==> config.mk <==
export PLATFORM = sky130hd
export DESIGN_NAME = pascal_binom_engine
export DESIGN_NICKNAME = d
export VERILOG_FILES = /design/src/rtl/binom_pkg.sv /design/src/rtl/binom_pe.sv /design/src/rtl/binom_ctrl.sv /design/src/rtl/pascal_binom_engine.sv
export SDC_FILE = /design/constraint.sdc
export NUM_CORES = 1
export LEC_CHECK = 0
export BUFFER_PORTS_ARGS = -buffer_cell sky130_fd_sc_hd__buf_2
export CORE_UTILIZATION = 51
export DETAILED_ROUTE_END_ITERATION = 7
export PLACE_DENSITY = 0.73
export SLEW_MARGIN = 0
export SYNTH_ARGS = -nofsm -noshare
export SYNTH_HDL_FRONTEND = slang
export SYNTH_SLANG_ARGS = --single-unit
==> constraint.sdc <==
create_clock -name clk -period 3.1 [get_ports clk]
set_input_delay 0.465 -clock clk [delete_from_list [all_inputs] [get_ports clk]]
set_output_delay 0.465 -clock clk [all_outputs]
set_load 0.005 [all_outputs]
==> src/rtl/binom_pkg.sv <==
package binom_pkg;
    typedef enum logic [1:0] {
        PH_IDLE  = 2'd0,
        PH_LOAD  = 2'd1,
        PH_WRITE = 2'd2
    } phase_e;
endpackage

==> src/rtl/binom_pe.sv <==
module binom_pe #(
    parameter int RES_W = 12,
    parameter int NW    = 4,
    parameter int IDX   = 0
) (
    input  logic             clk,
    input  logic             rst_n,
    input  logic             load_i,
    input  logic [NW-1:0]    pass_i,
    input  logic [NW-1:0]    k_i,
    input  logic [RES_W-1:0] left_i,
    input  logic [RES_W-1:0] self_i,
    output logic             act_o,
    output logic [RES_W-1:0] val_o,
    output logic             cy_o
);
    localparam logic [NW-1:0] MY_IDX = NW'(IDX);

    typedef struct packed {
        logic [RES_W-1:0] lhs;
        logic [RES_W-1:0] rhs;
    } pe_regs_t;

    pe_regs_t pe_d, pe_q;
    logic [RES_W:0] sum_w;
    logic           end_w;

    always_comb begin
        pe_d = pe_q;
        if (load_i) begin
            pe_d.lhs = left_i;
            pe_d.rhs = self_i;
        end
        sum_w = {1'b0, pe_q.lhs} + {1'b0, pe_q.rhs};
        end_w = (MY_IDX == '0) || (MY_IDX == pass_i);
        act_o = (MY_IDX <= pass_i) && (MY_IDX <= k_i);
        val_o = end_w ? RES_W'(1) : sum_w[RES_W-1:0];
        cy_o  = act_o && !end_w && sum_w[RES_W];
    end

    always_ff @(posedge clk or negedge rst_n) begin
        if (!rst_n) pe_q <= '0;
        else        pe_q <= pe_d;
    end
endmodule

==> src/rtl/binom_ctrl.sv <==
module binom_ctrl
    import binom_pkg::*;
#(
    parameter int NW = 4
) (
    input  logic          clk,
    input  logic          rst_n,
    input  logic          start_i,
    input  logic [NW-1:0] n_i,
    input  logic [NW-1:0] k_i,
    output logic          clear_o,
    output logic          load_o,
    output logic          write_o,
    output logic [NW-1:0] pass_o,
    output logic [NW-1:0] k_o,
    output logic          done_o
);
    typedef struct packed {
        phase_e        phase;
        logic [NW-1:0] pass;
        logic [NW-1:0] n;
        logic [NW-1:0] k;
        logic          done;
    } ctrl_t;

    ctrl_t ct_d, ct_q;

    always_comb begin
        ct_d      = ct_q;
        ct_d.done = 1'b0;
        unique case (ct_q.phase)
            PH_IDLE: begin
                if (start_i) begin
                    ct_d.n    = n_i;
                    ct_d.k    = k_i;
                    ct_d.pass = '0;
                    if (k_i > n_i) ct_d.done  = 1'b1;
                    else           ct_d.phase = PH_LOAD;
                end
            end
            PH_LOAD: ct_d.phase = PH_WRITE;
            PH_WRITE: begin
                if (ct_q.pass == ct_q.n) begin
                    ct_d.phase = PH_IDLE;
                    ct_d.done  = 1'b1;
                end else begin
                    ct_d.pass  = ct_q.pass + 1'b1;
                    ct_d.phase = PH_LOAD;
                end
            end
            default: ct_d.phase = PH_IDLE;
        endcase
    end

    always_ff @(posedge clk or negedge rst_n) begin
        if (!rst_n) ct_q <= '{phase: PH_IDLE, pass: '0, n: '0, k: '0, done: 1'b0};
        else        ct_q <= ct_d;
    end

    assign clear_o = (ct_q.phase == PH_IDLE) && start_i;
    assign load_o  = (ct_q.phase == PH_LOAD);
    assign write_o = (ct_q.phase == PH_WRITE);
    assign pass_o  = ct_q.pass;
    assign k_o     = ct_q.k;
    assign done_o  = ct_q.done;

    assert_done_pulse_R4: assert property (@(posedge clk) disable iff (!rst_n)
        ct_q.done |=> !ct_q.done);

    assert_pass_bound_R4: assert property (@(posedge clk) disable iff (!rst_n)
        (ct_q.phase != PH_IDLE) |-> (ct_q.pass <= ct_q.n));

    assert_busy_start_ignored_R2: assert property (@(posedge clk) disable iff (!rst_n)
        (ct_q.phase != PH_IDLE && start_i) |=> ($stable(ct_q.n) && $stable(ct_q.k)));
endmodule

==> src/rtl/pascal_binom_engine.sv <==
module pascal_binom_engine #(
    parameter int MAX_N = 15,
    parameter int RES_W = 12
) (
    input  logic                           clk,
    input  logic                           rst_n,
    input  logic                           start_i,
    input  logic [$clog2(MAX_N+1)-1:0]     n_i,
    input  logic [$clog2(MAX_N+1)-1:0]     k_i,
    output logic [RES_W-1:0]               result_o,
    output logic                           done_o,
    output logic                           ovf_o
);
    localparam int NW   = $clog2(MAX_N + 1);
    localparam int ROWS = MAX_N + 1;

    typedef struct {
        logic [RES_W-1:0] row [ROWS];
        logic             ovf;
    } eng_t;

    eng_t eng_d, eng_q;

    logic          clear_w, load_w, write_w;
    logic [NW-1:0] pass_w, k_w;
    logic [ROWS-1:0]  act_w, cy_w;
    logic [RES_W-1:0] val_w [ROWS];

    binom_ctrl #(.NW(NW)) u_ctrl (
        .clk     (clk),
        .rst_n   (rst_n),
        .start_i (start_i),
        .n_i     (n_i),
        .k_i     (k_i),
        .clear_o (clear_w),
        .load_o  (load_w),
        .write_o (write_w),
        .pass_o  (pass_w),
        .k_o     (k_w),
        .done_o  (done_o)
    );

    for (genvar j = 0; j < ROWS; j++) begin : g_pe
        logic [RES_W-1:0] left_w;
        if (j == 0) begin : g_first
            assign left_w = '0;
        end else begin : g_rest
            assign left_w = eng_q.row[j-1];
        end
        binom_pe #(.RES_W(RES_W), .NW(NW), .IDX(j)) u_pe (
            .clk    (clk),
            .rst_n  (rst_n),
            .load_i (load_w),
            .pass_i (pass_w),
            .k_i    (k_w),
            .left_i (left_w),
            .self_i (eng_q.row[j]),
            .act_o  (act_w[j]),
            .val_o  (val_w[j]),
            .cy_o   (cy_w[j])
        );
    end

    always_comb begin
        eng_d = eng_q;
        if (clear_w) begin
            for (int j = 0; j < ROWS; j++) eng_d.row[j] = '0;
            eng_d.ovf = 1'b0;
        end else if (write_w) begin
            for (int j = 0; j < ROWS; j++) begin
                if (act_w[j]) eng_d.row[j] = val_w[j];
            end
            if (|cy_w) eng_d.ovf = 1'b1;
        end
    end

    always_ff @(posedge clk or negedge rst_n) begin
        if (!rst_n) begin
            for (int j = 0; j < ROWS; j++) eng_q.row[j] <= '0;
            eng_q.ovf <= 1'b0;
        end else begin
            for (int j = 0; j < ROWS; j++) eng_q.row[j] <= eng_d.row[j];
            eng_q.ovf <= eng_d.ovf;
        end
    end

    assign result_o = eng_q.row[k_w];
    assign ovf_o    = eng_q.ovf;

    assert_row_end_one_R3: assert property (@(posedge clk) disable iff (!rst_n)
        write_w |=> (eng_q.row[0] == RES_W'(1)));

    assert_ovf_sticky_R6: assert property (@(posedge clk) disable iff (!rst_n)
        (eng_q.ovf && !clear_w) |=> eng_q.ovf);

    assert_clear_row_R7: assert property (@(posedge clk) disable iff (!rst_n)
        clear_w |=> (eng_q.row[MAX_N] == '0 && !eng_q.ovf));

    assert_hold_after_done_R8: assert property (@(posedge clk) disable iff (!rst_n)
        (done_o && !start_i) |=> ($stable(result_o) && $stable(ovf_o)));
endmodule

; ---- Yosys cells after proc, flatten, opt, wreduce, memory -nomap -nowiden
; Cells that the tools add are included.
; Widths: inputs -> output; s select.
[word_totals]
reg_bits = 400
output_inout_bits = 14
wordCells = 259
[classes]
n_addsub = 16
magnitude_cmp = 34
n_eq_ne = 21
muxes = 46
bitwise_logic = 1
reduce_logical = 103
[op_table]
columns = operator, n
row1 = $mux 12, 33
row2 = $mux 193, 2
row3 = $add 12x12->13, 15
row4 = $le 4x4->1 const A, 16
row5 = $bmux 12 s4, 1
row6 = $logic_and 1x1->1, 47
row7 = $reduce_and 2->1, 19
row8 = $reduce_bool 2->1, 19
row9 = $eq 4x4->1 const A, 8
row10 = $le 3x4->1 const A, 8
row11 = $eq 3x4->1 const A, 4
row12 = $le 1x4->1 const A, 4
row13 = $le 2x4->1 const A, 4
row14 = $logic_not 1->1, 15
row15 = $mux 15, 1
row16 = $reduce_or 15->1, 1
row17 = $eq 2x4->1 const A, 2
row18 = $pmux 4 s2, 1
row19 = $ne 2x2->1 const B, 3
row20 = $pmux 2 s3, 1
row21 = $ge 5x5->1 const B, 1
row22 = $not 4->5, 1
row23 = $add 4x1->4 const B, 1
row24 = $eq 1x4->1 const A, 1
row25 = 10 further kinds, 13

; ---- Depth between registers and ports, before layout
; Gate-level depths: netlist of the first run.
[depth]
word_depth = 8
mapped_depth = 11

; ---- Hierarchy
; From an unflattened synthesis of the first run, not the netlist that was laid out.
[unflattened]
cells_unflattened = 3124
hier_area_um2 = 32742.7
[modules_own_cells]
columns = mod, n_inst, cells_per_inst, area_each_um2
row1 = pascal_binom_engine, 1, 967, 9165.0
row2 = binom_pe (g_pe[6].u_pe), 1, 153, 1576.5
row3 = binom_pe (g_pe[7].u_pe), 1, 144, 1569.0
row4 = binom_pe (g_pe[2].u_pe), 1, 151, 1565.3
row5 = binom_pe (g_pe[8].u_pe), 1, 138, 1545.2
row6 = binom_pe (g_pe[4].u_pe), 1, 137, 1519.0
row7 = binom_pe (g_pe[5].u_pe), 1, 138, 1519.0
row8 = binom_pe (g_pe[10].u_pe), 1, 136, 1514.0
row9 = binom_pe (g_pe[12].u_pe), 1, 138, 1512.7
row10 = binom_pe (g_pe[13].u_pe), 1, 135, 1497.7
row11 = binom_pe (g_pe[1].u_pe), 1, 136, 1495.2
row12 = binom_pe (g_pe[11].u_pe), 1, 136, 1488.9
row13 = binom_pe (g_pe[15].u_pe), 1, 129, 1471.4
row14 = binom_pe (g_pe[3].u_pe), 1, 129, 1460.2
row15 = 4 more rows, --, --, --

; ---- Least setup slack after synthesis of the first run
; OpenSTA, ideal clock, no wires.
[synth_timing]
path_type = reg-to-output
from = register u_ctrl.ct_q (netlist bit u_ctrl.k_o[0])
to = output result_o[11]
arrival_time_ps = 1795
required_time_ps = 2635
path_slack_ps = 840
path_stages_with_launch = 5
n_path_buf = 2
cell_sequence = dfrtp_1 buf_6 clkbuf_1 mux4_2 mux4_2
[synth_via]
elab_chain_cells = 4
[synth_rtl]
columns = element, line_no
row1 = start: declaration, binom_ctrl.sv:26  ; ctrl_t ct_d, ct_q;
row2 = start signal: assignment, binom_ctrl.sv:56  ; if (!rst_n) ct_q <= '{phase: PH_IDLE, pass: '0, n: '0, k: '0, done: 1'b0};
row3 = start signal: assignment, binom_ctrl.sv:57  ; else ct_q <= ct_d;
row4 = $not 4->5 (implied by the code), pascal_binom_engine.sv:87  ; assign result_o = eng_q.row[k_w];
row5 = $bmux 12 s4, pascal_binom_engine.sv:87
row6 = $mux 12 (implied by the code) (2 in series), pascal_binom_engine.sv:87
row7 = end: declaration, pascal_binom_engine.sv:10  ; output logic [RES_W-1:0] result_o,
; No other way between the ends. The select of a mux whose other input is x is not followed.

; ---- Final worst setup path of the first run
[layout_timing]
from = register u_ctrl.ct_q (netlist bit u_ctrl.k_o[0])
to = output result_o[5]
; The elaborated chain is that of the path after synthesis.

==> results of run 1 <==
-- final cells by class --
cell class	instances	area, um2
clock buffer	58	1210
antenna	1	2.50
inverter	59	226
sequential	366	9170
tap	585	732
timing repair buffer	67	551
fill	3657	18700
multi-input combinational	1949	12600
clock inverter	9	106
-- power groups by stage --
stage	clock network (W)	logic (W)	registers (W)
2_1_floorplan	0	0.00233	0.00519
3_3_place_gp	0	0.00311	0.00543
3_5_place_dp	0	0.00318	0.00543
4_1_cts	0.00500	0.00325	0.00533
5_1_grt	0.00516	0.00354	0.00537
6_report	0.00495	0.00332	0.00535
-- worst min-delay path by stage --
stage | from | end | depth (start not counted)
after floorplan | rst_n | eng_q[10]$_DFFE_PN0P_ | 0
after global placement | eng_q[8]$_DFFE_PN0P_ | eng_q[8]$_DFFE_PN0P_ | 1
after detailed placement | eng_q[5]$_DFFE_PN0P_ | eng_q[5]$_DFFE_PN0P_ | 1
after CTS | n_i[0] | u_ctrl.ct_q[5]$_DFFE_PN0P_ | 3
after global routing | n_i[0] | u_ctrl.ct_q[5]$_DFFE_PN0P_ | 3
final | n_i[0] | u_ctrl.ct_q[5]$_DFFE_PN0P_ | 3
-- routing by layer --
metal,share of wire [%],vias up
met5,0,-
met4,4.6,0
met3,8.2,163
met2,45,804
met1,43,9415
li1,-,8686
-- cell usage in the layout (no fill, tap or decap), types with 18 or more instances in the layout --
master     count
o21ai_1       23
dfrtp_1      364
ha_1         165
xnor2_1       51
o21ai_0      181
mux4_2        34
a22o_1        32
and3_1        18
inv_1         58
nor3_1        62
a21oi_1       84
buf_2         23
xor2_1        75
nor2_1       154
nand3_1       58
clkbuf_16     45
nor2b_1       31
nand2_1      686
buf_4         33
-- cells by family (layout without fill, tap and decap cells) --
kind of cell / Yosys count / after routing / synth area share (%)
flip-flops: 366 / 366 / 40.8
other: 0 / 1 / 0
multiplexers: 61 / 61 / 5.76
XOR/XNOR: 126 / 126 / 4.91
AND/OR/NAND/NOR: 1095 / 1095 / 20.6
adder cells (fa/ha/maj): 178 / 178 / 10.4
AO/OA/AOI/OAI: 489 / 489 / 14.4
buffers and inverters: 162 / 193 / 3.18
-- worst max-delay path, delay by kind of cell, from the launching register on --
family,cells,cell delay (ns)
DFF,1,0.46
buffers and inverters,2,0.39
muxes,2,1.17
-- what timing repair did --
item | 4_1_cts | 5_1_grt
hold buffers | 1 | 0
pin swaps | 0 | 0
endpoints found under the setup margin | 12 | 1
buffers inserted | 1 | 0
resized for setup | 4 | 1
hold endpoints to repair | 69 | 0
-- state kept, by name, summed over array words and instances, names as in the netlist --
register and count:
eng_q 12, g_pe.left_w 169, g_pe.u_pe.pe_q 169, ovf_o 1, u_ctrl.ct_q 6, u_ctrl.done_o 1, u_ctrl.k_o 4, u_ctrl.pass_o 4
-- stage by stage --
| step | worst slack, ns | area (um2) |
|---|---|---|
| CTS | 0.0107 | 24600 |
| global route | 0.00516 | 24600 |
| detailed placement | 0.263 | 23200 |
| floorplan | 0.840 | 22500 |
| finish | 0.0329 | 24600 |
| global placement | 0.322 | 23200 |
==> reports/qor.yml, run 1 <==
status: "finished, final reports clean"
drive_above_1_share_pct: 8.57
drv_cap: 0
power_leakage_nw: 11.9
post-route-period-util_pct: 98.9
numCtsBuffers: 44
ys_types: 72
synth_common_cells: "nand2_1, dfrtp_1, o21ai_0"
gp_congestion: 1.01
clk_latency_ns: 0.59
grtUsageMet1_pct: 44.0
ir_drop_uv: 658
power.switching_w: 0.00479
r2r_end: "g_pe[12].left_w[10]$_DFFE_PN0P_"
max_freq_ghz: 0.326
die_w_um: 212
tns_ns: 0
grt_use_total_pct: 32.2
worst_slew_pin_slew_ns: 0.984
critPathKind: "flip-flop to output port"
dieArea_um2: 44900
p_sw_share_pct: 35.1
drc: 0
clk_pin_slew_ns: 0.06
wl_per_cell_um: 22.7
synth_area_um2: 22500
hp-class: "primary input to flip-flop"
cpMaxStageDelayCell: "mux4_1"
root_buffer: "clkbuf_16"
synth.most_common_cell: "nand2_1"
viasPerCell: 6.16
start_util_pct: 51.9
vias: 19100
crit_arrival_ns: 2.60
ys_seq_area_share_pct: 40.8
reg2reg_slack_ns: 0.20
drtIter0Drc: 2016
cpPeakStageDelay_ns: 0.64
pwr-share-clk_pct: 36.4
ys_ff_latch: 366
synth_area_leaders: "dfrtp_1, nand2_1, ha_1, o21ai_0, mux4_2"
crit_chain: "buf_12, mux4_1, mux4_2, buf_2"
rr_worst_depth: 10
critPathLaunch: "u_ctrl.k_o[0]$_DFFE_PN0P_"
yosysTopAreaCell: "dfrtp_1"
syn-num-nets: 2666
grt_pass1_vias: 18500
instances_no_fill: 3094
cp-endpoint: "result_o[5]"
synth_flop_cell: "dfrtp_1"
grt_antenna_before_repair: 1
grt_remaining_overflow: 0
syn_inst: 2477
drt-total-wl_um: 70200
slew_headroom_pct: 34.1
syn_to_final_growth_pct: 9.52
grt_max_degree: 156
final_hold_viol_count: 0
grt_setup_unrepaired: "no"
reg2reg_from: "g_pe[11].u_pe.pe_q[0]$_DFFE_PN0N_"
async_reset_ff_share_pct: 100
cts_tree: "yes"
coreArea_um2: 43300
required_ns: 2.63
seq_power_share_pct: 39.3
slew_viol_final: 0
pwr-share-comb_pct: 24.4
skew_ns: 0.0287
top_usage_layer: "met2"
end_kind: "output port"
synth-edff-count: 0
power_density_nw_per_um2: 554
synth.top_cell.area_share_pct: 40.8
rows: 76
holdWs_ns: 0.126
placedCellCount: 3024
ys_warn_count: 0
setup_viol: 0
cts_num_sinks: 366
design.final.nets: 2676
min_period_ns: 3.07
grt_pass1_wl_um: 110000
cts_buffer_depth: 3
use_met2_pct: 49.9
design.portCount: 25
grt_use_met3_pct: 5.84
die_h_um: 212
drt_pass1_iterations: 6
ant_nets: 0
startpoint_type: "flip-flop"
dpl.hpwl_um: 52500
htreeDepth: 2
p_int_w: 0.00884
power_w: 0.0136
avgSynthCellArea_um2: 9.07
io_buffers: 24
cp_max_fo: 29
utilization_pct: 56.8
No activity file was read; power rests on OpenSTA's default activity.
==> run 2: changes to the inputs <==
- CTS_BUF_LIST: unset -> sky130_fd_sc_hd__clkbuf_4 sky130_fd_sc_hd__clkbuf_8
==> run 2 against run 1 <==
Compared with the run above:
- the run now ends with negative setup slack left
- count of clock-buffer cells in the layout grew 50
- wire length grew 0.77%
- power grew 3.2%
- final cell count grew 1.9%
- critical endpoint unchanged
- largest power group unchanged
==> reports/qor.yml, run 2 (synthesis results as in run 1) <==
crit_arrival_ns: 2.64  # was 2.60 ns
max_freq_ghz: 0.322  # was 0.326 GHz
min_period_ns: 3.10  # was 3.07 ns
path_common_cell: "mux4_2"
numCtsBuffers: 69  # was 44
gp_congestion: 1.01  # unchanged
post-route-period-util_pct: 100  # was 98.9%
grt_antenna_before_repair: 3  # was 1
wl_per_cell_um: 22.4  # was 22.7 um
drt_pass1_iterations: 6  # unchanged
fin_ws_ns: -0.00447  # was 0.0329 ns
pwr-share-clk_pct: 37.1  # was 36.4%
design.final.nets: 2707  # was 2676
status: "finished with violations"  # was finished, final reports clean
power_w: 0.0141  # was 0.0136 W
ir_drop_uv: 641  # was 658 uV
slew_viol_final: 0  # unchanged
viasPerCell: 6.11  # was 6.16
most-common-layout-cells: "nand2_1, dfrtp_1, o21ai_0"  # unchanged
power_leakage_nw: 12.0  # was 11.9 nW
drive_above_1_share_pct: 11.4  # was 8.57%
drt-total-wl_um: 70700  # was 70200 um
drc: 0  # unchanged
skew_ns: 0.0303  # was 0.0287 ns
startpoint_type: "flip-flop"  # unchanged
drtIter0Drc: 2085  # was 2016
dieArea_um2: 44900  # unchanged
layout_commonest_cell: "nand2_1"  # unchanged
grt_pass1_wl_um: 111000  # was 110000 um
power_density_nw_per_um2: 566  # was 554 nW/um2
pre_cts_ws_ns: 0.263  # unchanged
dpl-instance-area_um2: 23200  # unchanged
cts_num_sinks: 366  # unchanged
fin_area_um2: 24900  # was 24600 um2
utilization_pct: 57.5  # was 56.8%
setup_viol: 1  # was 0
pwr-share-comb_pct: 24.7  # was 24.4%
grt_pass1_vias: 18800  # was 18500
end_kind: "output port"  # unchanged
required_ns: 2.63  # about the same
crit_chain: "buf_12, buf_16, mux4_2, mux4_2, buf_2"  # was buf_12, mux4_1, mux4_2, buf_2
ant_nets: 0  # unchanged
grt_use_total_pct: 32.6  # was 32.2%
cts_buffer_depth: 3  # unchanged
worst_slew_pin_slew_ns: 0.956  # was 0.984 ns
p_int_w: 0.00912  # was 0.00884 W
cts_tree: "yes"  # unchanged
slew_headroom_pct: 36.0  # was 34.1%
cp_max_fo: 6  # was 29
hp-class: "primary input to flip-flop"  # unchanged
htreeDepth: 3  # was 2
die_h_um: 212  # unchanged
die_w_um: 212  # unchanged
rows: 76  # unchanged
io_buffers: 24  # unchanged
reg2reg_slack_ns: 0.14  # was 0.20 ns
drv_cap: 0  # unchanged
final_hold_viol_count: 0  # unchanged
critPathKind: "flip-flop to output port"  # unchanged
clk_pin_slew_ns: 0.06  # about the same
tns_ns: -0.00447  # was 0 ns
design.portCount: 25  # unchanged
grt_max_degree: 156  # unchanged
dpl.hpwl_um: 52500  # unchanged
start_util_pct: 51.9  # unchanged
cpMaxStageDelayCell: "mux4_2"  # was mux4_1
grt_setup_unrepaired: "yes"  # was no
vias: 19200  # was 19100
grt_remaining_overflow: 0  # unchanged
cpPeakStageDelay_ns: 0.53  # was 0.64 ns
violations: "negative setup slack"
clk_latency_ns: 0.66  # was 0.59 ns
power.switching_w: 0.00494  # was 0.00479 W
p_sw_share_pct: 35.2  # was 35.1%
root_buffer: "clkbuf_8"  # was clkbuf_16
seq_power_share_pct: 38.1  # was 39.3%
coreArea_um2: 43300  # unchanged
syn_to_final_growth_pct: 10.7  # was 9.52%
-- run 2: cell count changes in the layout (fill, tap and decap cells not counted), sizes merged --
cell and delta:
buf +6, bufinv +1, clkbuf +50, clkinvlp +3
inv -2
-- run 2: repair_timing --
item | in CTS | in global routing
gates resized for setup | 18 | 4
hold endpoints to repair | 69 | 0
buffers inserted | 5 | 0
cloned | 2 | 0
pin swaps | 0 | 1
setup endpoints to repair | 12 | 8
hold buffers | 1 | 0
-- run 2: area by class of cell --
cell class / instances / area (um2)
inverters: 59 / 226
flip-flops and latches: 366 / 9170
well taps: 585 / 732
clock inverters: 11 / 141
diodes: 1 / 2.50
clock buffers: 108 / 1370
multi-input cells: 1949 / 12600
repair buffers: 73 / 661
fillers: 3664 / 18400
-- run 2: worst max-delay path, delay by kind of cell (launching register included) --
kind / cells / cell delay (ns)
multiplexers: 2 / 1.04
flip-flops: 1 / 0.51
buffers and inverters: 3 / 0.43
-- run 2: through the flow --
step,std cells,hold slack [ns]
2_1_floorplan,2477,0.169
3_3_place_gp,3024,0.463
3_5_place_dp,3024,0.467
4_1_cts,3151,0.00468
5_1_grt,3151,0.0480
6_report,3152,0.0428
-- run 2: worst paths after layout --
check,to,from,cells past startpoint
worst max-delay path,result_o[5],u_ctrl.k_o[0]$_DFFE_PN0P_,5
worst min-delay path,u_ctrl.ct_q[5]$_DFFE_PN0P_,n_i[0],3
worst max register to register,g_pe[12].left_w[10]$_DFFE_PN0P_,g_pe[11].u_pe.pe_q[0]$_DFFE_PN0N_,10
worst min register to register,g_pe[15].u_pe.pe_q[19]$_DFFE_PN0N_,g_pe[15].u_pe.pe_q[19]$_DFFE_PN0N_,2
max in group asynchronous,g_pe[2].u_pe.pe_q[13]$_DFFE_PN0N_,rst_n,3
min in group asynchronous,g_pe[4].u_pe.pe_q[22]$_DFFE_PN0N_,rst_n,2
-- run 2: power groups by stage --
stage / clock, W / combinational (W) / sequential [W]
floorplan: 0 / 0.00233 / 0.00519
global placement: 0 / 0.00311 / 0.00543
detailed placement: 0 / 0.00318 / 0.00543
CTS: 0.00527 / 0.00342 / 0.00534
global route: 0.00550 / 0.00371 / 0.00538
finish: 0.00522 / 0.00348 / 0.00536
-- run 2: routing by layer --
metal | GRT usage, % | vias up | part of all wire [%]
li1 | - | 8757 | -
met3 | 6.32 | 166 | 8.6
met4 | 16.0 | 0 | 4.7
met1 | 44.1 | 9495 | 42
met2 | 50.2 | 830 | 45
met5 | 0 | - | 0
==> run 3: changes to the inputs <==
==> constraint.sdc (replaced) <==
create_clock -name clk -period 3.1 [get_ports clk]
set_input_delay 0.31 -clock clk [delete_from_list [all_inputs] [get_ports clk]]
set_output_delay 0.31 -clock clk [all_outputs]
set_load 0.005 [all_outputs]
==> run 3 against run 2 <==
Compared with the run above:
- the run now ends clean
- final area fell by 0.34%
- via count fell by 1.0%
- core utilization fell by 0.19 points
- clock skew fell by 0.0015 ns
- largest power group unchanged
- highest routed layer is now met5
==> reports/qor.yml, run 3 (synthesis results as in run 1) <==
min_period_ns: 3.02  # was 3.10 ns
cts_buffer_depth: 3  # unchanged
coreArea_um2: 43300  # unchanged
layout_commonest_cell: "nand2_1"  # unchanged
status: "finished, final reports clean"  # was finished with violations
io_buffers: 24  # unchanged
grt_max_degree: 156  # unchanged
design.portCount: 25  # unchanged
rows: 76  # unchanged
start_util_pct: 51.9  # unchanged
fill_cells: 3721  # was 3664
dieArea_um2: 44900  # unchanged
pre_cts_ws_ns: 0.0611  # was 0.263 ns
drtIter0Drc: 1866  # was 2085
cts_tree: "yes"  # unchanged
dr_wl_met2_um: 30600  # was 31600 um
tns_ns: 0  # was -0.00447 ns
grt_antenna_before_repair: 3  # unchanged
post-route-period-util_pct: 97.5  # was 100%
routed.top_layer: "met5"  # was met4
grt_setup_unrepaired: "no"  # was yes
dr_wl_met3_um: 5930  # was 6060 um
grt_pass1_vias: 18400  # was 18800
p_int_w: 0.00872  # was 0.00912 W
drt_pass1_iterations: 6  # unchanged
clk_latency_ns: 0.65  # was 0.66 ns
critPathKind: "flip-flop to output port"  # unchanged
required_ns: 2.79  # was 2.63 ns
grt_remaining_overflow: 0  # unchanged
worst_slew_pin_slew_ns: 1.16  # was 0.956 ns
gp_congestion: 0.973  # was 1.01
drc: 0  # unchanged
pwr-share-clk_pct: 36.0  # was 37.1%
end_kind: "output port"  # unchanged
ant_nets: 0  # unchanged
wl_per_cell_um: 21.9  # was 22.4 um
seq_power_share_pct: 39.6  # was 38.1%
power.switching_w: 0.00484  # was 0.00494 W
crit_arrival_ns: 2.71  # was 2.64 ns
pwr-share-comb_pct: 24.4  # was 24.7%
slew_viol_final: 0  # unchanged
skew_ns: 0.0288  # was 0.0303 ns
die_h_um: 212  # unchanged
ir_drop_uv: 493  # was 641 uV
max_freq_ghz: 0.331  # was 0.322 GHz
startpoint_type: "flip-flop"  # unchanged
power_density_nw_per_um2: 547  # was 566 nW/um2
setup_viol: 0  # was 1
hp-class: "primary input to async pin"  # was primary input to flip-flop
p_sw_share_pct: 35.7  # was 35.2%
dpl.hpwl_um: 51100  # was 52500 um
grt_use_total_pct: 31.6  # was 32.6%
drt-met1-wl_um: 29000  # was 29700 um
cts_num_sinks: 366  # unchanged
design.final.nets: 2711  # was 2707
clk_pin_slew_ns: 0.06  # about the same
fin_ws_ns: 0.0760  # was -0.00447 ns
numCtsBuffers: 68  # was 69
final_hold_viol_count: 0  # unchanged
drv_cap: 0  # unchanged
slew_headroom_pct: 21.5  # was 36.0%
syn_to_final_growth_pct: 10.4  # was 10.7%
grt_pass1_wl_um: 107000  # was 111000 um
power_leakage_nw: 12.0  # about the same
die_w_um: 212  # unchanged
cp_max_fo: 14  # was 6
viasPerCell: 6.04  # was 6.11
htreeDepth: 3  # unchanged
drt-total-wl_um: 69100  # was 70700 um
vias: 19100  # was 19200
insertedDiodeCount: 0  # was 1
root_buffer: "clkbuf_8"  # unchanged
drive_above_1_share_pct: 10.6  # was 11.4%
most-common-layout-cells: "nand2_1, dfrtp_1, o21ai_0"  # unchanged
-- run 3: metal layers --
layer	vias up	track usage [%]
met5	-	0
met4	2	16.6
met3	176	6.62
met2	844	47.8
met1	9262	42.8
li1	8769	-
-- run 3: cell type report --
type | instances | area, um2 | area share, %
clock buffer | 108 | 1360 | 5.47
timing repair buffer | 78 | 661 | 2.67
inverter | 59 | 226 | 0.914
sequential | 366 | 9170 | 37.0
clock inverter | 7 | 48.8 | 0.197
tap | 585 | 732 | 2.95
multi-input combinational | 1949 | 12600 | 50.8
-- run 3: worst paths after layout --
kind	start	endpoint	slack (ns)	depth (start not counted)
worst min register to register	eng_q[8]$_DFFE_PN0P_	eng_q[8]$_DFFE_PN0P_	0.48	1
max in group asynchronous	rst_n	g_pe[9].left_w[7]$_DFFE_PN0P_	1.93	3
worst min-delay path	rst_n	g_pe[3].left_w[4]$_DFFE_PN0P_	0.28	2
worst max-delay path	u_ctrl.k_o[0]$_DFFE_PN0P_	result_o[5]	0.08	4
min in group clk	k_i[3]	u_ctrl.k_o[3]$_DFFE_PN0P_	0.43	4
worst max register to register	g_pe[6].u_pe.pe_q[12]$_DFFE_PN0N_	g_pe[7].left_w[10]$_DFFE_PN0P_	0.36	10
-- run 3: timing repair --
item,CTS,global route
pin swaps,0,1
gates resized for setup,1,1
hold buffers,10,0
endpoints found under the setup margin,12,9
buffers inserted,4,1
hold endpoints to repair,76,0
-- run 3: critical path, cell delays in order, from the launching register on --
cell     delay, ns
dfrtp_4       0.49
buf_12        0.17
mux4_1        0.72
mux4_2        0.53
buf_2         0.15
-- run 3: stage by stage --
stage               hold slack, ns  total power (W)  area, um2  instances  utilization, %
global placement             0.345          0.00855      23200       3022            53.7
CTS                          0.265           0.0135      24800       3151            57.2
floorplan                   0.0144          0.00752      22500       2477               -
global route                 0.311           0.0141      24800       3152            57.3
detailed placement           0.346          0.00860      23200       3022            53.7
finish                       0.279           0.0136      24800       3152            57.3
-- run 3: power by group through the flow --
| stage | combinational, W | sequential (W) | clock, W |
|---|---|---|---|
| global placement | 0.00310 | 0.00546 | 0 |
| floorplan | 0.00233 | 0.00519 | 0 |
| CTS | 0.00326 | 0.00534 | 0.00495 |
| finish | 0.00331 | 0.00536 | 0.00488 |
| global route | 0.00354 | 0.00538 | 0.00518 |
| detailed placement | 0.00315 | 0.00545 | 0 |
